===== src/rtl/stepper_pkg.sv =====
package stepper_pkg;

  typedef logic [1:0] step_idx_t;

  localparam step_idx_t STEP_HOME = 2'd0;

  // Coil pattern of each step index; bit n drives coil line n
  function automatic logic [3:0] coil_of(input step_idx_t s);
    case (s)
      2'd0:    coil_of = 4'b0101;
      2'd1:    coil_of = 4'b0110;
      2'd2:    coil_of = 4'b1010;
      default: coil_of = 4'b1001;
    endcase
  endfunction

  // Next-step table, indexed by {cw, ccw}
  function automatic step_idx_t next_of(input step_idx_t s, input logic [1:0] sel);
    case (sel)
      2'b10:   next_of = s + 2'd1;
      2'b01:   next_of = s - 2'd1;
      default: next_of = s;
    endcase
  endfunction

endpackage


===== src/rtl/stepper_sync.sv =====
module stepper_sync #(
  parameter int W = 2
) (
  input  logic         clk,
  input  logic         rst,
  input  logic [W-1:0] d,
  output logic [W-1:0] q
);
  logic [W-1:0] stage1, stage2;

  always_ff @(posedge clk) begin
    if (rst) begin
      stage1 <= '0;
      stage2 <= '0;
    end else begin
      stage1 <= d;
      stage2 <= stage1;
    end
  end

  assign q = stage2;

  // the output only follows what the first stage held one cycle earlier
  p_two_stage_r9: assert property (@(posedge clk) disable iff (rst)
    1'b1 |=> q == $past(stage1));
endmodule


===== src/rtl/stepper_dwell.sv =====
module stepper_dwell
  import stepper_pkg::*;
#(
  parameter int DWELL_0 = 4000,
  parameter int DWELL_1 = 4000,
  parameter int DWELL_2 = 4000,
  parameter int DWELL_3 = 4000
) (
  input  logic      clk,
  input  logic      rst,
  input  logic      tick_en,
  input  step_idx_t idx,
  output logic      expire
);
  localparam int MAX01 = (DWELL_0 > DWELL_1) ? DWELL_0 : DWELL_1;
  localparam int MAX23 = (DWELL_2 > DWELL_3) ? DWELL_2 : DWELL_3;
  localparam int DMAX  = (MAX01 > MAX23) ? MAX01 : MAX23;
  localparam int CW    = $clog2(DMAX + 1);

  logic [CW-1:0] cnt;
  logic [CW-1:0] lim;

  // Last tick count of the current step's dwell
  function automatic logic [CW-1:0] last_tick(input step_idx_t s);
    case (s)
      2'd0:    last_tick = CW'(DWELL_0 - 1);
      2'd1:    last_tick = CW'(DWELL_1 - 1);
      2'd2:    last_tick = CW'(DWELL_2 - 1);
      default: last_tick = CW'(DWELL_3 - 1);
    endcase
  endfunction

  assign lim    = last_tick(idx);
  assign expire = tick_en && (cnt == lim);

  always_ff @(posedge clk) begin
    if (rst)          cnt <= '0;
    else if (expire)  cnt <= '0;
    else if (tick_en) cnt <= cnt + 1'b1;
  end

  // count never passes the dwell limit of the current step
  p_cnt_bound_r6: assert property (@(posedge clk) disable iff (rst)
    cnt <= lim);
  // a missing tick freezes the count
  p_freeze_r7: assert property (@(posedge clk) disable iff (rst)
    !tick_en |=> $stable(cnt));
  // every expiry restarts the dwell
  p_reload_r8: assert property (@(posedge clk) disable iff (rst)
    expire |=> cnt == '0);
endmodule


===== src/rtl/stepper_seq.sv =====
module stepper_seq
  import stepper_pkg::*;
#(
  parameter int DWELL_0 = 4000,
  parameter int DWELL_1 = 4000,
  parameter int DWELL_2 = 4000,
  parameter int DWELL_3 = 4000
) (
  input  logic       clk,
  input  logic       rst,
  input  logic       tick_en,
  input  logic       dir_cw,
  input  logic       dir_ccw,
  output logic [3:0] coil,
  output logic       step_pulse
);
  step_idx_t  cur_step;
  step_idx_t  nxt_step;
  logic [1:0] dir_sel;
  logic       dwell_done;

  stepper_sync #(.W(2)) u_sync (
    .clk (clk),
    .rst (rst),
    .d   ({dir_cw, dir_ccw}),
    .q   (dir_sel)
  );

  stepper_dwell #(
    .DWELL_0 (DWELL_0),
    .DWELL_1 (DWELL_1),
    .DWELL_2 (DWELL_2),
    .DWELL_3 (DWELL_3)
  ) u_dwell (
    .clk     (clk),
    .rst     (rst),
    .tick_en (tick_en),
    .idx     (cur_step),
    .expire  (dwell_done)
  );

  assign nxt_step = next_of(cur_step, dir_sel);

  always_ff @(posedge clk) begin
    if (rst) begin
      cur_step   <= STEP_HOME;
      step_pulse <= 1'b0;
    end else begin
      step_pulse <= 1'b0;
      if (dwell_done) begin
        cur_step   <= nxt_step;
        step_pulse <= (nxt_step != cur_step);
      end
    end
  end

  assign coil = coil_of(cur_step);

  // reset leaves the home pattern and no strobe
  p_reset_home_r1: assert property (@(posedge clk)
    rst |=> coil == 4'b0101 && !step_pulse);
  // exactly two coil lines energised in every pattern
  p_two_lines_r2: assert property (@(posedge clk) disable iff (rst)
    $countones(coil) == 2);
  // clockwise from home goes to 0110
  p_cw_home_r3: assert property (@(posedge clk) disable iff (rst)
    dwell_done && dir_sel == 2'b10 && coil == 4'b0101 |=> coil == 4'b0110);
  // counter-clockwise from home goes to 1001
  p_ccw_home_r4: assert property (@(posedge clk) disable iff (rst)
    dwell_done && dir_sel == 2'b01 && coil == 4'b0101 |=> coil == 4'b1001);
  // neither or both inputs hold the step
  p_hold_r5: assert property (@(posedge clk) disable iff (rst)
    dwell_done && (dir_sel == 2'b00 || dir_sel == 2'b11) |=> $stable(coil) && !step_pulse);
  // no change of step outside a dwell expiry
  p_only_expiry_r9: assert property (@(posedge clk) disable iff (rst)
    !dwell_done |=> $stable(coil));
  // strobe exactly when the pattern changes
  p_strobe_change_r10: assert property (@(posedge clk) disable iff (rst)
    step_pulse == !$stable(coil));
endmodule


===== config.mk =====
export PLATFORM = sky130hd
export DESIGN_NAME = stepper_seq
export DESIGN_NICKNAME = d
export VERILOG_FILES = /design/src/rtl/stepper_pkg.sv /design/src/rtl/stepper_sync.sv /design/src/rtl/stepper_dwell.sv /design/src/rtl/stepper_seq.sv
export SDC_FILE = /design/constraint.sdc
export NUM_CORES = 1
export LEC_CHECK = 0
export BUFFER_PORTS_ARGS = -buffer_cell sky130_fd_sc_hd__buf_2
export CORE_UTILIZATION = 45
export CTS_CLUSTER_SIZE = 20
export DETAILED_ROUTE_END_ITERATION = 16
export SYNTH_ARGS = -nofsm -noshare
export SYNTH_HDL_FRONTEND = slang
export SYNTH_SLANG_ARGS = --single-unit

===== constraint.sdc =====
create_clock -name clk -period 1.97 [get_ports clk]
set_clock_uncertainty 0.2 [all_clocks]
set_input_delay 0.197 -clock clk [delete_from_list [all_inputs] [get_ports clk]]
set_output_delay 0.197 -clock clk [all_outputs]
set_load 0.03 [all_outputs]

==> metrics.txt, run 1 <==
status=finished, final reports clean; peak supply drop=430 µV; CTS Root Cell=clkbuf_4; Max transition margin=80.6%; final setup fails=0; critical path endpoint category=flip-flop; combinational power share=6.4%; initial core utilization=49.7%; clk sinks=19; gr usage total=16.1%; max-cap violations=0; hold endpoint=u_dwell.cnt[1]; post-synth top area cell=dfxtp_1; gpl congestion=0.808; Hold Path Class=input port to flip-flop; vias=670; Hold Fails Final Rpt=0; clock power share=30.0%; Net Switching=136 µW; Mapped Nets=108; detailed placement HPWL=956 µm; met2 wire len=673 µm; CP Launch Type=flip-flop; die height=46.6 µm; CTS Buffer Depth=2; Yosys Warn Count=0; Routed WL per cell=10.4 µm; H-tree levels=1; Max Clk Rate=534 MHz; CP required=2.00 ns; post-layout min period=1.87 ns; max layer used=met4; final-stage net count=126; Antenna Nets Post-Route=0; Mapped Cells=96; Worst-Margin Slew=0.288 ns; Crit path max-delay family=simple AND/OR/NAND/NOR gates; post-cts sizing count=0; Fin Hold WS=0.0530 ns; Yosys reg bits=19; hold path start=tick_en; Slowest cell on crit path=or3_1; io pins=10; post-synthesis sequential area ratio=42.5%; TritonRoute pass-1 iters=4; flop2flop setup slack=0.1 ns; Seq pwr share=63.5%; Sum Neg Setup Slack=0 ns; Power Density=599 nW/µm²; P&R area growth vs syn=17.2%; Port Buffer Count=9; clk_lat worst skew=0.29 ns; synth top area cells=dfxtp_1, ha_1, nor2_1; die width=46.6 µm; filler cell count=180; sw frac=21.6%; DRC=0; first-pass GRT wire length=2.38 mm; Synth top area share=42.5%; layout cells sized above 1=18.6%; Hold Path Cell Cnt=3; Crit Path Max Fanout=4; DRT iter0 DRCs=4; RR Startpoint=u_sync.q[0]; die area=2170 µm²; via count of the first global-routing pass=584; Mean Syn Cell Area=9.33 µm²; Crit path buffers/inverters=1; max incr delay on CP=0.39 ns; Final Max Tran Viols=0; clock-pin transition on the worst setup and hold timing paths=0.10 ns; initial antenna violation count=0; metal3 WL=57 µm; CTS tree=yes; Crit Path Class=flip-flop to flip-flop; area of the mapped netlist=896 µm²; r2r worst-path depth=6; ant diodes=0; period utilization=95.1%; largest net degree at the start of global routing=12; ordered cell list for the critical path=inv_1, ha_1, nor4b_2, nand4_2, or3_1, a21oi_2; core area=1800 µm²; DRT met1 WL=694 µm; Int Pwr=492 µW; Pleak=0.000415 µW; cts bufs inserted=3; worst reg2reg path endpoint=cur_step[0]; Row Count=15; drt total wl=1.44 mm; DR vias/cell=4.86; total gr overflow=0; Critical Path AT=1.90 ns; Unique masters post-synth=25
sequential cells by signal, summed over array words and instances, names as in the netlist:
| register | cells |
|---|---|
| u_dwell.cnt | 12 |
| cur_step | 2 |
| u_sync.q | 2 |
| u_sync.stage1 | 2 |
| step_pulse | 1 |
power by group through the flow:
stage	logic [µW]	clock network (µW)	registers (µW)
finish	40.3	189	399
global route	45.9	215	401
CTS	40.0	197	399
detailed placement	32.5	0	408
global placement	32.5	0	408
floorplan	25.1	0	407
how the worst max path moves through the flow:
| stage | cells past startpoint | startpoint | end |
|---|---|---|---|
| 6_report | 6 | u_sync.q[0] | cur_step[0] |
| 5_1_grt | 6 | u_sync.q[0] | cur_step[0] |
| 2_1_floorplan | 6 | u_sync.q[0] | cur_step[0] |
| 4_1_cts | 6 | u_sync.q[0] | cur_step[0] |
| 3_5_place_dp | 6 | u_sync.q[0] | cur_step[0] |
| 3_3_place_gp | 6 | u_sync.q[0] | cur_step[0] |
kinds of logic after synthesis:
| family | after synthesis | share of synthesized area, % |
|---|---|---|
| AND/OR/NAND/NOR | 42 | 25.8 |
| flip-flops | 19 | 42.5 |
| XOR/XNOR | 11 | 10.8 |
| buffers and inverters | 11 | 4.89 |
| adder cells (fa/ha/maj) | 7 | 9.78 |
| AO/OA/AOI/OAI | 3 | 2.79 |
| multiplexers | 3 | 3.49 |
worst register-to-register path, cell delays in order, from the launching register on:
cell     delay (ns)
dfxtp_1        0.34
inv_1          0.05
ha_1           0.30
nor4b_2        0.24
nand4_2        0.17
or3_1          0.39
a21oi_2        0.13
cells in the mapped netlist:
master / number
or2_2: 2
nand2_1: 3
or3_1: 1
nand4_1: 5
dfxtp_1: 19
clkbuf_1: 1
buf_2: 2
mux2_2: 1
nor4_1: 1
ha_1: 7
nor4b_2: 1
and4_4: 1
inv_1: 8
o31ai_1: 1
a21oi_2: 1
mux2i_1: 2
xnor2_1: 6
xor2_1: 5
and4_1: 1
nand4_2: 1
nor3_1: 3
nor2b_1: 4
nor2_1: 15
nand3_1: 4
a311oi_1: 1
layer usage:
layer | GRT usage [%] | vias to the layer above
li1 | - | 353
met1 | 19.0 | 301
met2 | 25.8 | 14
met3 | 7.06 | 2
met4 | 5.14 | 0
met5 | 0 | -
layout make-up:
| class | count | area (µm²) | share of cell area, % |
|---|---|---|---|
| clock buffers | 4 | 26.3 | 2.50 |
| well taps | 25 | 31.3 | 2.98 |
| inverters | 8 | 30.0 | 2.86 |
| flip-flops and latches | 19 | 380 | 36.2 |
| multi-input cells | 66 | 472 | 44.9 |
| repair buffers | 16 | 110 | 10.5 |
placed cells by master, fill, tap and decap left out, drive strengths merged:
| cell | count |
|---|---|
| nand3 | 4 |
| nor4 | 1 |
| clkbuf | 4 |
| or3 | 1 |
| inv | 8 |
| a21oi | 1 |
| o31ai | 1 |
| xor2 | 5 |
| buf | 11 |
| a311oi | 1 |
| dfxtp | 19 |
| ha | 7 |
| xnor2 | 6 |
| dlygate4sd3 | 5 |
| nor4b | 1 |
| nor2 | 15 |
| mux2 | 1 |
| mux2i | 2 |
| nor3 | 3 |
| or2 | 2 |
| nand4 | 6 |
| nor2b | 4 |
| nand2 | 3 |
| and4 | 2 |
stage by stage:
step	instances	instance area [µm²]	setup WS, ns	utilization [%]	power [µW]
floorplan	96	896	0.174	-	432
global placement	128	966	0.129	53.6	440
detailed placement	128	966	0.0971	53.6	440
CTS	137	1040	0.0543	57.8	637
global route	138	1050	-0.0178	58.3	662
finish	138	1050	0.0970	58.3	628
timing repair:
action                                  4_1_cts  5_1_grt
hold endpoints to repair                      6        0
hold buffers                                  5        0
endpoints found under the setup margin        0        1
buffers inserted                              0        1
Note: power is estimated with default switching activity, not from simulation.
==> run 2, diff against run 1 <==
Settings changed: CTS_CLUSTER_SIZE 20 to 30, PLACE_DENSITY set to 0.66.
Clock period 1.97 ns to 1.55 ns, I/O delays scaled along.
==> metrics.txt, run 2 (synthesis results as in run 1) <==
gpl congestion=0.773; commonest non-fill, non-tap cell in the layout=buf_4; Port Buffer Count=9; first-pass GRT wire length=2.97 mm; core area=1800 µm²; Max Clk Rate=594 MHz; pre-CTS setup slack=-0.186 ns; peak supply drop=536 µV; detailed placement HPWL=1.21 mm; Pleak=0.000530 µW; period utilization=109%; clk sinks=19; die area=2170 µm²; Multi-input gate area=573 µm²; ant diodes=0; final-stage net count=144; max-cap violations=0; clk_lat worst skew=0.29 ns; CTS tree=yes; P&R area growth vs syn=49.0%; post-layout min period=1.68 ns; Hold Fails Final Rpt=0; die height=46.6 µm; Hold Path Class=input port to flip-flop; total gr overflow=0; Worst-Margin Slew=0.255 ns; Crit Path Max Fanout=2; largest net degree at the start of global routing=12; Row Count=15; Antenna Nets Post-Route=0; ordered cell list for the critical path=inv_2, ha_4, nor4b_4, nand4_2, or3_1, a21oi_2; filler cell count=140; initial antenna violation count=0; CTS Buffer Depth=2; Slowest cell on crit path=dfxtp_2; drt total wl=1.94 mm; Routed WL per cell=12.4 µm; most frequent cells in the layout=buf_4, nor2_1, dfxtp_1; CP required=1.58 ns; gr usage total=19.4%; Final Max Tran Viols=0; initial core utilization=49.7%; DRT iter0 DRCs=3; max incr delay on CP=0.35 ns; Crit path max-delay family=simple AND/OR/NAND/NOR gates; Final WS setup=-0.134 ns; DRC=0; io pins=10; RR Startpoint=u_sync.q[0]; H-tree levels=1; layout cells sized above 1=48.9%; worst setup path start=u_sync.q[0]; Max transition margin=82.8%; TritonRoute pass-1 iters=6; Critical Path AT=1.72 ns; clock-pin transition on the worst setup and hold timing paths=0.11 ns; cts bufs inserted=3; Top reg by flops=u_dwell.cnt; status=finished with violations; Power Density=625 nW/µm²; vias=768; CP Launch Type=flip-flop; Placed Instances=142; die width=46.6 µm; register area=393 µm²; via count of the first global-routing pass=739; DR vias/cell=4.92; flop2flop setup slack=-0.13 ns; RSZ-0062 raised after global routing=yes; final non-filler cell total=156; Layout Utilization=74.1%; failing checks=setup timing; Crit Path Class=flip-flop to flip-flop; final setup fails=5; critical path endpoint category=flip-flop; max reg flops=12; CTS Root Cell=clkbuf_4; Crit path buffers/inverters=1; hold path start=tick_en
==> run 2: final cells by class <==
cell class              instances  share of cell area, %
inverters                       8                   2.44
flip-flops and latches         19                   29.4
clock buffers                   3                   1.69
repair buffers                 34                   20.8
well taps                      25                   2.34
multi-input cells              66                   42.9
clock inverters                 1                  0.375
==> run 2: per-stage QoR <==
stage / total power [µW] / hold WS (ns) / TNS [ns] / cell area (µm²)
final: 835 / 0.0731 / -0.431 / 1340
after global routing: 876 / 0.0768 / -0.886 / 1340
after CTS: 834 / 0.0702 / -0.440 / 1240
after detailed placement: 573 / 0.167 / -0.447 / 1090
after global placement: 570 / 0.161 / -0.385 / 1090
after floorplan: 550 / 0.0832 / -0.226 / 912
==> run 2: repair_timing <==
action                                  CTS  global route
gates resized for setup                  18            21
buffers inserted                          1             3
hold endpoints to repair                  8             0
cloned                                    0             1
pin swaps                                 0             3
endpoints found under the setup margin    6            18
hold buffers                              5             0
==> run 2: power by group <==
group          total, µW  leakage, µW  switching [µW]  internal (µW)
combinational       80.0     0.000354            35.9           44.1
sequential           505     0.000158            7.73            497
clock                250    0.0000177             154           96.0
total                835     0.000530             197            637
==> run 2: path summary, 6_finish.rpt <==
path	end	depth (start not counted)
max	cur_step[0]	6
min	u_dwell.cnt[0]	4
max reg2reg	cur_step[0]	6
min reg2reg	u_sync.q[0]	1
==> run 2: tightest hold or removal path: cells and delay by family <==
family / cells / cell delay [ns]
buf+inv: 2 / 0.24
xor+xnor: 1 / 0.08
simple gates: 1 / 0.07
==> run 2: layer usage <==
metal | wire (µm) | GRT usage, % | vias up
met1 | 860 | 22.2 | 363
met4 | 6 | 6.86 | 0
met3 | 38 | 2.35 | 2
met5 | 0 | 0 | -
li1 | - | - | 389
met2 | 1030 | 36.1 | 14
